## src/rtl/rtc_cal_pkg.sv

```systemverilog
package rtc_cal_pkg;

  localparam int NFIELD = 8;
  localparam int CAL_W  = 17;
  localparam int FVAL_W = 12;

  typedef struct packed {
    logic [11:0] year;
    logic [3:0]  month;
    logic [11:0] doy;
    logic [2:0]  dow;
    logic [4:0]  dom;
    logic [4:0]  hour;
    logic [5:0]  minute;
    logic [5:0]  sec;
  } cal_time_t;

  function automatic logic is_leap(input logic [11:0] y);
    return (y[1:0] == 2'b00);
  endfunction

  function automatic logic [4:0] month_days(input logic [3:0] m, input logic [11:0] y);
    case (m)
      4'd2:                      return is_leap(y) ? 5'd29 : 5'd28;
      4'd4, 4'd6, 4'd9, 4'd11:   return 5'd30;
      default:                   return 5'd31;
    endcase
  endfunction

  function automatic logic [11:0] year_days(input logic [11:0] y);
    return is_leap(y) ? 12'd366 : 12'd365;
  endfunction

  // Fields that change when the time advances by one second.
  function automatic logic [NFIELD-1:0] carry_mask(input cal_time_t t);
    logic [NFIELD-1:0] c;
    logic s_w, m_w, h_w, d_w, mo_w;
    s_w  = (t.sec >= 6'd59);
    m_w  = s_w && (t.minute >= 6'd59);
    h_w  = m_w && (t.hour >= 5'd23);
    d_w  = h_w && (t.dom >= month_days(t.month, t.year));
    mo_w = d_w && (t.month >= 4'd12);
    c    = {mo_w, d_w, h_w, h_w, h_w, m_w, s_w, 1'b1};
    return c;
  endfunction

  function automatic cal_time_t advance(input cal_time_t t);
    cal_time_t n;
    logic [NFIELD-1:0] c;
    c = carry_mask(t);
    n = t;
    n.sec = c[1] ? 6'd0 : t.sec + 6'd1;
    if (c[1]) n.minute = c[2] ? 6'd0 : t.minute + 6'd1;
    if (c[2]) n.hour   = c[3] ? 5'd0 : t.hour + 5'd1;
    if (c[3]) begin
      n.dow = (t.dow >= 3'd6) ? 3'd0 : t.dow + 3'd1;
      n.doy = (t.doy >= year_days(t.year)) ? 12'd1 : t.doy + 12'd1;
      n.dom = c[6] ? 5'd1 : t.dom + 5'd1;
    end
    if (c[6]) n.month = c[7] ? 4'd1 : t.month + 4'd1;
    if (c[7]) n.year  = t.year + 12'd1;
    return n;
  endfunction

  function automatic logic [FVAL_W-1:0] get_field(input cal_time_t t, input logic [2:0] sel);
    case (sel)
      3'd0:    return {6'd0, t.sec};
      3'd1:    return {6'd0, t.minute};
      3'd2:    return {7'd0, t.hour};
      3'd3:    return {7'd0, t.dom};
      3'd4:    return {9'd0, t.dow};
      3'd5:    return t.doy;
      3'd6:    return {8'd0, t.month};
      default: return t.year;
    endcase
  endfunction

  function automatic cal_time_t put_field(input cal_time_t t, input logic [2:0] sel,
                                          input logic [FVAL_W-1:0] v);
    cal_time_t n;
    n = t;
    case (sel)
      3'd0:    n.sec    = v[5:0];
      3'd1:    n.minute = v[5:0];
      3'd2:    n.hour   = v[4:0];
      3'd3:    n.dom    = v[4:0];
      3'd4:    n.dow    = v[2:0];
      3'd5:    n.doy    = v;
      3'd6:    n.month  = v[3:0];
      default: n.year   = v;
    endcase
    return n;
  endfunction

endpackage

```

## src/rtl/rtc_sec_gen.sv

```systemverilog
module rtc_sec_gen #(
  parameter int TICKS_PER_SEC = 4,
  parameter int CAL_W         = 17
) (
  input  logic             clk,
  input  logic             rst_n,
  input  logic             tick_i,
  input  logic             run_i,
  input  logic             clr_i,
  input  logic             cal_on_i,
  input  logic [CAL_W-1:0] cal_val_i,
  input  logic             cal_drop_i,
  input  logic             blocked_i,
  output logic             sec_step_o
);
  localparam int PW = (TICKS_PER_SEC > 1) ? $clog2(TICKS_PER_SEC) : 1;
  localparam logic [PW-1:0] PLAST = PW'(TICKS_PER_SEC - 1);

  logic [PW-1:0]    presc_q;
  logic [CAL_W-1:0] cal_cnt_q;
  logic             skip_q, add_q;
  logic             base_evt, cal_active, cal_hit, extra_evt;
  logic [CAL_W:0]   cal_next;

  assign base_evt   = run_i && tick_i && (presc_q == PLAST);
  assign cal_active = run_i && cal_on_i && (cal_val_i != '0);
  assign cal_next   = {1'b0, cal_cnt_q} + 1'b1;
  assign cal_hit    = cal_active && tick_i && (cal_next >= {1'b0, cal_val_i});
  assign extra_evt  = add_q && run_i && !base_evt && !blocked_i;
  assign sec_step_o = ((base_evt && !skip_q) || extra_evt) && !blocked_i;

  always_ff @(posedge clk or negedge rst_n) begin
    if (!rst_n) begin
      presc_q <= '0;
    end else if (clr_i) begin
      presc_q <= '0;
    end else if (run_i && tick_i) begin
      presc_q <= (presc_q == PLAST) ? '0 : presc_q + 1'b1;
    end
  end

  always_ff @(posedge clk or negedge rst_n) begin
    if (!rst_n) begin
      cal_cnt_q <= '0;
    end else if (clr_i) begin
      cal_cnt_q <= '0;
    end else if (cal_active && tick_i) begin
      cal_cnt_q <= cal_hit ? '0 : cal_next[CAL_W-1:0];
    end
  end

  always_ff @(posedge clk or negedge rst_n) begin
    if (!rst_n) begin
      skip_q <= 1'b0;
      add_q  <= 1'b0;
    end else if (clr_i) begin
      skip_q <= 1'b0;
      add_q  <= 1'b0;
    end else begin
      if (cal_hit && cal_drop_i)       skip_q <= 1'b1;
      else if (base_evt)               skip_q <= 1'b0;
      if (cal_hit && !cal_drop_i)      add_q  <= 1'b1;
      else if (extra_evt)              add_q  <= 1'b0;
    end
  end

  p_presc_bound_r4: assert property (@(posedge clk) disable iff (!rst_n)
    presc_q <= PLAST);

  p_idle_no_step_r4: assert property (@(posedge clk) disable iff (!rst_n)
    !run_i |-> !sec_step_o);

  p_drop_swallows_r7: assert property (@(posedge clk) disable iff (!rst_n)
    (base_evt && skip_q) |-> !sec_step_o);

  p_drop_consumed_r7: assert property (@(posedge clk) disable iff (!rst_n)
    (base_evt && skip_q && !clr_i && !(cal_hit && cal_drop_i)) |=> !skip_q);

endmodule

```

## src/rtl/rtc_calendar.sv

```systemverilog
module rtc_calendar
  import rtc_cal_pkg::*;
(
  input  logic              clk,
  input  logic              rst_n,
  input  logic              step_i,
  input  logic              wr_i,
  input  logic [2:0]        wr_sel_i,
  input  logic [FVAL_W-1:0] wr_val_i,
  output cal_time_t         time_o,
  output logic [NFIELD-1:0] chg_o
);
  cal_time_t time_q, time_d;

  localparam cal_time_t RESET_TIME = '{year: 12'd0, month: 4'd1, doy: 12'd1, dow: 3'd0,
                                       dom: 5'd1, hour: 5'd0, minute: 6'd0, sec: 6'd0};

  always_comb begin
    time_d = time_q;
    chg_o  = '0;
    if (wr_i) begin
      time_d = put_field(time_q, wr_sel_i, wr_val_i);
    end else if (step_i) begin
      time_d = advance(time_q);
      chg_o  = carry_mask(time_q);
    end
  end

  always_ff @(posedge clk or negedge rst_n) begin
    if (!rst_n) time_q <= RESET_TIME;
    else        time_q <= time_d;
  end

  assign time_o = time_q;

  p_sec_inc_r5: assert property (@(posedge clk) disable iff (!rst_n)
    (step_i && !wr_i && time_q.sec < 6'd59) |=>
      (time_q.sec == $past(time_q.sec) + 6'd1) && $stable(time_q.minute));

  p_wr_sec_r2: assert property (@(posedge clk) disable iff (!rst_n)
    (wr_i && wr_sel_i == 3'd0) |=> (time_q.sec == $past(wr_val_i[5:0])));

  p_hold_r4: assert property (@(posedge clk) disable iff (!rst_n)
    (!step_i && !wr_i) |=> $stable(time_q));

  p_day_wrap_r6: assert property (@(posedge clk) disable iff (!rst_n)
    (step_i && !wr_i && time_q.sec == 6'd59 && time_q.minute == 6'd59 &&
     time_q.hour == 5'd23 && time_q.dom == month_days(time_q.month, time_q.year))
      |=> (time_q.dom == 5'd1));

endmodule

```

## src/rtl/rtc_calendar_core.sv

```systemverilog
module rtc_calendar_core
  import rtc_cal_pkg::*;
#(
  parameter int TICKS_PER_SEC = 4,
  parameter int ADDR_W        = 8
) (
  input  logic              clk,
  input  logic              rst_n,
  input  logic              tick_i,
  input  logic              bus_we_i,
  input  logic [ADDR_W-1:0] bus_addr_i,
  input  logic [31:0]       bus_wdata_i,
  output logic [31:0]       bus_rdata_o,
  output logic              incr_irq_o
);
  localparam logic [ADDR_W-1:0] A_LOC  = ADDR_W'('h00);
  localparam logic [ADDR_W-1:0] A_CTRL = ADDR_W'('h08);
  localparam logic [ADDR_W-1:0] A_MASK = ADDR_W'('h0C);
  localparam logic [ADDR_W-1:0] A_PK0  = ADDR_W'('h14);
  localparam logic [ADDR_W-1:0] A_PK1  = ADDR_W'('h18);
  localparam logic [ADDR_W-1:0] A_PK2  = ADDR_W'('h1C);
  localparam logic [ADDR_W-1:0] A_FLD0 = ADDR_W'('h20);
  localparam logic [ADDR_W-1:0] A_FLD7 = ADDR_W'('h3C);
  localparam logic [ADDR_W-1:0] A_CAL  = ADDR_W'('h40);

  logic              ctl_run_q, ctl_clr_q, ctl_caloff_q;
  logic [NFIELD-1:0] mask_q;
  logic [CAL_W-1:0]  cal_val_q;
  logic              cal_drop_q;
  logic              flag_q;
  logic              cnt_wr, flag_set, flag_clr, sec_step;
  logic [NFIELD-1:0] chg;
  cal_time_t         now;
  logic [13:0]       unused_wdata;

  assign unused_wdata = bus_wdata_i[31:18];

  assign cnt_wr   = bus_we_i && (bus_addr_i >= A_FLD0) && (bus_addr_i <= A_FLD7) &&
                    (bus_addr_i[1:0] == 2'b00);
  assign flag_set = |(chg & mask_q);
  assign flag_clr = bus_we_i && (bus_addr_i == A_LOC) && bus_wdata_i[0];

  always_ff @(posedge clk or negedge rst_n) begin
    if (!rst_n) begin
      ctl_run_q    <= 1'b0;
      ctl_clr_q    <= 1'b0;
      ctl_caloff_q <= 1'b0;
      mask_q       <= '0;
      cal_val_q    <= '0;
      cal_drop_q   <= 1'b0;
    end else if (bus_we_i) begin
      if (bus_addr_i == A_CTRL) begin
        ctl_run_q    <= bus_wdata_i[0];
        ctl_clr_q    <= bus_wdata_i[1];
        ctl_caloff_q <= bus_wdata_i[4];
      end
      if (bus_addr_i == A_MASK) mask_q <= bus_wdata_i[NFIELD-1:0];
      if (bus_addr_i == A_CAL) begin
        cal_val_q  <= bus_wdata_i[CAL_W-1:0];
        cal_drop_q <= bus_wdata_i[CAL_W];
      end
    end
  end

  always_ff @(posedge clk or negedge rst_n) begin
    if (!rst_n)        flag_q <= 1'b0;
    else if (flag_set) flag_q <= 1'b1;
    else if (flag_clr) flag_q <= 1'b0;
  end

  assign incr_irq_o = flag_q;

  rtc_sec_gen #(.TICKS_PER_SEC(TICKS_PER_SEC), .CAL_W(CAL_W)) u_secgen (
    .clk        (clk),
    .rst_n      (rst_n),
    .tick_i     (tick_i),
    .run_i      (ctl_run_q && !ctl_clr_q),
    .clr_i      (ctl_clr_q),
    .cal_on_i   (!ctl_caloff_q),
    .cal_val_i  (cal_val_q),
    .cal_drop_i (cal_drop_q),
    .blocked_i  (cnt_wr),
    .sec_step_o (sec_step)
  );

  rtc_calendar u_cal (
    .clk      (clk),
    .rst_n    (rst_n),
    .step_i   (sec_step),
    .wr_i     (cnt_wr),
    .wr_sel_i (bus_addr_i[4:2]),
    .wr_val_i (bus_wdata_i[FVAL_W-1:0]),
    .time_o   (now),
    .chg_o    (chg)
  );

  always_comb begin
    bus_rdata_o = 32'd0;
    case (bus_addr_i)
      A_LOC:  bus_rdata_o = {31'd0, flag_q};
      A_CTRL: bus_rdata_o = {27'd0, ctl_caloff_q, 2'b00, ctl_clr_q, ctl_run_q};
      A_MASK: bus_rdata_o = {{(32-NFIELD){1'b0}}, mask_q};
      A_PK0:  bus_rdata_o = {5'd0, now.dow, 3'd0, now.hour, 2'd0, now.minute, 2'd0, now.sec};
      A_PK1:  bus_rdata_o = {4'd0, now.year, 4'd0, now.month, 3'd0, now.dom};
      A_PK2:  bus_rdata_o = {20'd0, now.doy};
      A_CAL:  bus_rdata_o = {14'd0, cal_drop_q, cal_val_q};
      default: begin
        if ((bus_addr_i >= A_FLD0) && (bus_addr_i <= A_FLD7) && (bus_addr_i[1:0] == 2'b00))
          bus_rdata_o = {20'd0, get_field(now, bus_addr_i[4:2])};
      end
    endcase
  end

  p_write_cancels_step_r12: assert property (@(posedge clk) disable iff (!rst_n)
    cnt_wr |-> !sec_step);

  p_flag_hold_r11: assert property (@(posedge clk) disable iff (!rst_n)
    (flag_q && !flag_clr) |=> flag_q);

  p_flag_needs_mask_r10: assert property (@(posedge clk) disable iff (!rst_n)
    (mask_q == '0 && !flag_q) |=> !flag_q);

endmodule

```

## config.mk

```make
export PLATFORM = sky130hd
export DESIGN_NAME = rtc_calendar_core
export DESIGN_NICKNAME = d
export VERILOG_FILES = /design/src/rtl/rtc_cal_pkg.sv /design/src/rtl/rtc_sec_gen.sv /design/src/rtl/rtc_calendar.sv /design/src/rtl/rtc_calendar_core.sv
export SDC_FILE = /design/constraint.sdc
export NUM_CORES = 1
export LEC_CHECK = 0
export ABC_AREA = 1
export ABC_CLOCK_PERIOD_IN_PS = 6900
export BUFFER_PORTS_ARGS = -buffer_cell sky130_fd_sc_hd__buf_2
export CAP_MARGIN = 20
export CORE_ASPECT_RATIO = 1.25
export CORE_MARGIN = 1
export CORE_UTILIZATION = 30
export DETAILED_ROUTE_END_ITERATION = 10
export PLACE_DENSITY = 0.49
export SLEW_MARGIN = 20
export SYNTH_ARGS = -nofsm -noshare
export SYNTH_HDL_FRONTEND = slang
export SYNTH_HIERARCHICAL = 1
export SYNTH_SLANG_ARGS = --single-unit
```

## constraint.sdc

```tcl
create_clock -name clk -period 6.9 [get_ports clk]
set_clock_uncertainty 0.1 [all_clocks]
set_input_delay 1.38 -clock clk [delete_from_list [all_inputs] [get_ports clk]]
set_output_delay 1.38 -clock clk [all_outputs]
set_load 0.005 [all_outputs]
```

==> metrics, run 1 <==
postcts setup bufs=0; PostCTS Resize Cnt=0; ANT cells=0; met1 usage=26.8%; CP arrival=3.43 ns; vias per std cell=just under 5; RSZ-0062 raised after global routing=no; GRT overflow=0; headroom to the max-slew limit=47.2%; first-pass GRT wire length=43.7 mm; most frequent cell after synthesis=nand2_1; FILL cells=2947; Die Area=27900 sq um; WS Path Type=in2out; area growth from synthesis to layout=10.1%; crit end category=primary output; met3 Usage GRT=2.37%; worst IR drop on VDD=0.112 mV; Yosys top cell area share=31.0%; Starting Density=between 30 and 40%; post-synthesis instance area=8160 sq um; Placer Congestion=0.934; GR Util All Layers=20.7%; DR pass1 iterations=5; Final Core Density=between 30% and 40%; Syn Inst Count=1214; Root Buffer=clkbuf_16; vias in the first global route=7540; routed len/inst=17.4 um; clock-pin transition on the worst setup and hold timing paths=roughly 0.07 ns; layout cells sized above 1=13.1%; Buffers on Ports=58; sequential fraction of the synthesis area=31.9%; Pwr Density=about 160 nW/um^2; setup TNS=0 ns; hpwl dp=21.4 mm; Synth top cells by count=nand2_1, inv_1, nand3_1, nor2_1, dfrtp_1; Top FF cell, synth=dfrtp_1; fmax=0.204 GHz; CTS tree=done; EDFF count, synth=0; synthesized area per cell=6.72 sq um; Die Span Y=186 um; CP max FO=20; Die X=149 um; final max-slew violation count=0; clk buf depth=2; grt met2 use=35.5%; leakage dissipation=4.72 nW; max-cap viol count=0; core area=26700 sq um; Synth cell types=53; Total Power=1.45 mW; area leader, netlist=dfrtp_1; grt peak-use layer=met2; CP required=5.42 ns; Worst Max-Slew Pin Slew=between 0.7 and 0.8 ns; worst-skew pair later-pin latency=0.37 ns; Synth async-reset ratio=between 90% and 100%; initial antenna violation count=0; #FFs+latches synth=approximately 100; H-tree Lvls=3; outcome=finished, final reports clean; CTS Sinks=between 100 and 150; synth warn=6; 1st-iter DRT viols=460; DR vias=7870; Period Utilization, post-route=71.1%; I/O pin count=77; fin crit period=a little under 5 ns; routed wire length=~28 mm; endpoints failing setup=0; total CTS buffers=9; CTS Hold Bufs=0; largest net degree at the start of global routing=57; final hold vios=0; Routed Antenna Nets=0; row cnt=67; Worst Hold Class=reg2reg; Startpoint Class=input port; DRC=0; Synth area leaders=dfrtp_1, nand2_1, nand3_1; final net count=between 1000 and 1500
-- kinds of logic after synthesis --
group	share of synthesized area [%]
flops	31.9
simple gates	39.8
fa+ha+maj	5.37
buf+inv	10.6
xor+xnor	2.99
other cells	0.0460
compound gates	9.26
-- sequential cells by signal, summed over array words and instances (netlist names) --
signal and flops:
u_secgen/cal_cnt_q 17, cal_val_q 17, ctl_clr_q 1, cal_drop_q 1, ctl_run_q 1, u_cal/time_o 53
u_secgen/presc_q 2, ctl_caloff_q 1, mask_q 8, u_secgen/add_q 1, u_secgen/skip_q 1, incr_irq_o 1
-- stage by stage --
step	hold WS, ns	setup WS (ns)	instance area (sq um)	instances
after CTS	0.427	2.01	8980	1604
after floorplan	0.371	3.05	8170	1217
after detailed placement	0.406	2.02	8680	1588
after global placement	0.401	2.02	8680	1588
after global routing	0.461	1.84	8980	1604
final	0.428	1.99	8980	1604
-- path summary, 6_finish.rpt --
path | startpoint | endpoint | slack [ns] | cells past startpoint
max in group asynchronous | rst_n | u_cal/time_o[29] | 4.51 | 2
hold / removal | u_secgen/skip_q | u_secgen/skip_q | 0.43 | 2
setup reg to reg | u_secgen/cal_cnt_q[0] | u_secgen/cal_cnt_q[14] | 3.64 | 20
setup / recovery | bus_addr_i[4] | bus_rdata_o[3] | 1.99 | 10
min in group asynchronous | rst_n | u_cal/time_o[12] | 0.94 | 1
hold reg to reg | u_secgen/skip_q | u_secgen/skip_q | 0.43 | 2
-- critical path, cell delays in order --
cell and delay, ns:
buf_2 0.36, nand2_1 0.12, nor2_2 0.50, nand2_2 0.37, inv_1 0.22, nand2_1 0.10, nand3_1 0.09, nor2_1 0.07
nand2_1 0.09, buf_2 0.12
-- report_power, final --
part / internal [mW] / switching (mW)
combinational: 0.0704 / 0.126
sequential: 0.642 / 0.0515
clock: 0.294 / 0.265
total: 1.01 / 0.443
-- per-layer routing --
metal | up-vias | share of wire [%]
li1 | 3927 | -
met1 | 3680 | 43
met2 | 227 | 50
met3 | 36 | 4.4
met4 | 0 | 2.7
met5 | - | 0
-- cell usage in the layout (no fill, tap or decap), types with 21 or more instances in the layout --
master   instances
nand2_1        399
inv_1          149
nand3_1        125
nor2_1         117
dfrtp_1        101
buf_2           57
o21ai_0         41
ha_1            35
a21oi_1         27
nand4_1         21
-- layout make-up --
| type | instances | area [sq um] | share of cell area, % |
|---|---|---|---|
| sequential | 104 | 2610 | 29.0 |
| tap | 345 | 432 | 4.81 |
| timing repair buffer | 63 | 330 | 3.68 |
| clock inverter | 6 | 66.3 | 0.738 |
| multi-input combinational | 917 | 4700 | 52.4 |
| inverter | 159 | 604 | 6.73 |
| clock buffer | 10 | 239 | 2.66 |
No activity file was read; power rests on OpenSTA's default activity.
==> inputs of run 2 (changes only) <==
ABC_CLOCK_PERIOD_IN_PS = 5150   (was 6900)
clock period = 5.15 ns   (was 6.9 ns; I/O delays follow)
==> metrics, run 2 (synthesis results as in run 1) <==
setup TNS=0 ns (unchanged); Post-DP Area=8700 sq um (+0.26%); area growth from synthesis to layout=10.4%; sequential share of power=48.7% (+0.9 points); RSZ-0062 raised after global routing=no; Die Span Y=186 um (unchanged); FILL cells=2923 (-0.81%); fmax=0.257 GHz; Period Utilization, post-route=between 70% and 80%; Root Buffer=clkbuf_16; sw frac=31.0% (+0.43 points); largest net degree at the start of global routing=58 (+1.8%); endpoints failing setup=0 (unchanged); CP required=4.02 ns (-1.40 ns); layout cells sized above 1=13.3% (+0.21 points); CTS Hold Bufs=0 (unchanged); headroom to the max-slew limit=45.5% (-1.7 points); WS Path Type=in2out; leading cell type in the layout, fill and taps excluded=nand2_1; Worst Max-Slew Pin Slew=0.817 ns (+0.0255 ns); CP Buf/Inv Count=5 (+2); 1st-iter DRT viols=493 (+7.2%); DRC=0 (unchanged); max reg flops=53 (unchanged); clk buf depth=2 (unchanged); Placer Congestion=0.948 (+1.5%); I/O pin count=77 (unchanged); Sw Pwr=593 uW (+34%); clock-pin transition on the worst setup and hold timing paths=0.07 ns (about the same); Buffers on Ports=58 (unchanged); PostCTS Resize Cnt=0 (unchanged); Final Core Density=33.7% (+0.080 points); routed wire length=28.1 mm (+0.58%); CTS Sinks=104 (unchanged); final net count=1336 (+0.23%); Worst Hold Class=reg2reg; row cnt=67 (unchanged); final hold vios=0 (unchanged); initial antenna violation count=0 (unchanged); final max-slew violation count=0 (unchanged); worst IR drop on VDD=0.152 mV (+36%); DR pass1 iterations=5 (unchanged); routed len/inst=17.5 um (+0.40%); Comb pwr share=13.9% (+0.3 points); Design Area, Final=9000 sq um (+0.24%); core area=26700 sq um (unchanged); total CTS buffers=9 (unchanged); CP arrival=2.76 ns (-0.67 ns); vias in the first global route=7582 (+0.56%); commonest cells after routing, fill and taps aside=nand2_1, inv_1, nand3_1, nor2_1, dfrtp_1; GR Util All Layers=20.8% (about the same); Slowest-stage cell, CP=buf_2; Crit path top cell by count=nand2_1; Routed Antenna Nets=0 (unchanged); Final WS setup=1.26 ns (-0.733 ns); outcome=finished, final reports clean; power share of the clock group=37.5% (-1.1 points); H-tree Lvls=3 (unchanged); DR vias=7880 (+0.13%); postcts setup bufs=0 (unchanged); worst-skew pair later-pin latency=0.37 ns (about the same); Die X=149 um (unchanged); leakage dissipation=4.74 nW (+0.39%); pre-CTS setup slack=1.27 ns (-0.754 ns); Die Area=27900 sq um (unchanged); ANT cells=0 (unchanged); Internal Power=1.32 mW (+31%); vias per std cell=4.90 (about the same); slowest stage delay, CP=0.37 ns (-0.13 ns); Pwr Density=212 nW/um^2 (+32%); CP cell instances=buf_2, nand2_1, nor2_2, buf_4, nand2_2, inv_1, nand2_1, nand2_1, inv_1, nand4_1, buf_2; max-cap viol count=0 (unchanged); CTS tree=done; Starting Density=30.5% (unchanged); first-pass GRT wire length=43.5 mm (-0.58%); Startpoint Class=input port; CP max FO=20 (unchanged); GRT overflow=0 (unchanged); crit-path leading delay family=buffers and inverters; hpwl dp=21.6 mm (+0.94%); crit end category=primary output; fin crit period=just under 4 ns
[run 2: changes by cell type in the layout (fill, tap and decap cells not counted), sizes merged]
cell and change:
bufinv -1, buf +3, clkinvlp -2, clkbuf +1
clkinv +2
[run 2: final timing paths]
check / end / depth (start not counted) / slack (ns) / start
worst min-delay path: ctl_run_q / 2 / 0.43 / ctl_run_q
min in group asynchronous: u_cal/time_o[14] / 1 / 0.63 / rst_n
worst max register to register: u_secgen/cal_cnt_q[6] / 20 / 1.91 / u_secgen/cal_cnt_q[0]
worst min register to register: ctl_run_q / 2 / 0.43 / ctl_run_q
max in group asynchronous: u_secgen/cal_cnt_q[5] / 2 / 3.23 / rst_n
worst max-delay path: bus_rdata_o[8] / 11 / 1.26 / bus_addr_i[4]
[run 2: power by group through the flow]
stage | combinational (mW) | clock, mW | sequential [mW]
after floorplan | 0.190 | 0 | 0.914
after global placement | 0.264 | 0 | 0.945
after detailed placement | 0.268 | 0 | 0.946
after CTS | 0.269 | 0.744 | 0.930
after global routing | 0.305 | 0.771 | 0.938
final | 0.266 | 0.716 | 0.930
[run 2: stage by stage]
stage,hold WS (ns),power [mW],std cells
2_1_floorplan,0.371,1.10,1217
3_3_place_gp,0.400,1.21,1591
3_5_place_dp,0.403,1.21,1591
4_1_cts,0.425,1.94,1607
5_1_grt,0.446,2.01,1607
6_report,0.428,1.91,1607
[run 2: layout make-up]
type / count / area [sq um] / area share [%]
Timing Repair Buffer: 66 / 353 / 3.92
Sequential cell: 104 / 2610 / 29.0
Tap cell: 345 / 432 / 4.79
Clock inverter: 5 / 51.3 / 0.570
Inverter: 159 / 604 / 6.71
Clock buffer: 11 / 253 / 2.81
Multi-Input combinational cell: 917 / 4700 / 52.2
[run 2: per-layer routing]
layer  vias up  track usage [%]  part of all wire, %
met1      3703             25.5                   43
met4         0             8.24                  3.1
met2       192             36.1                   50
met5         -                0                    0
li1       3942                -                    -
met3        43             2.81                  4.0
[run 2: worst register-to-register path: cells and delay by family, from the launching register on]
family	cells	cell delay (ns)
XOR/XNOR	1	0.19
adder cells (fa/ha/maj)	2	0.51
AND/OR/NAND/NOR	15	1.82
buffers and inverters	2	0.12
flip-flops	1	0.45
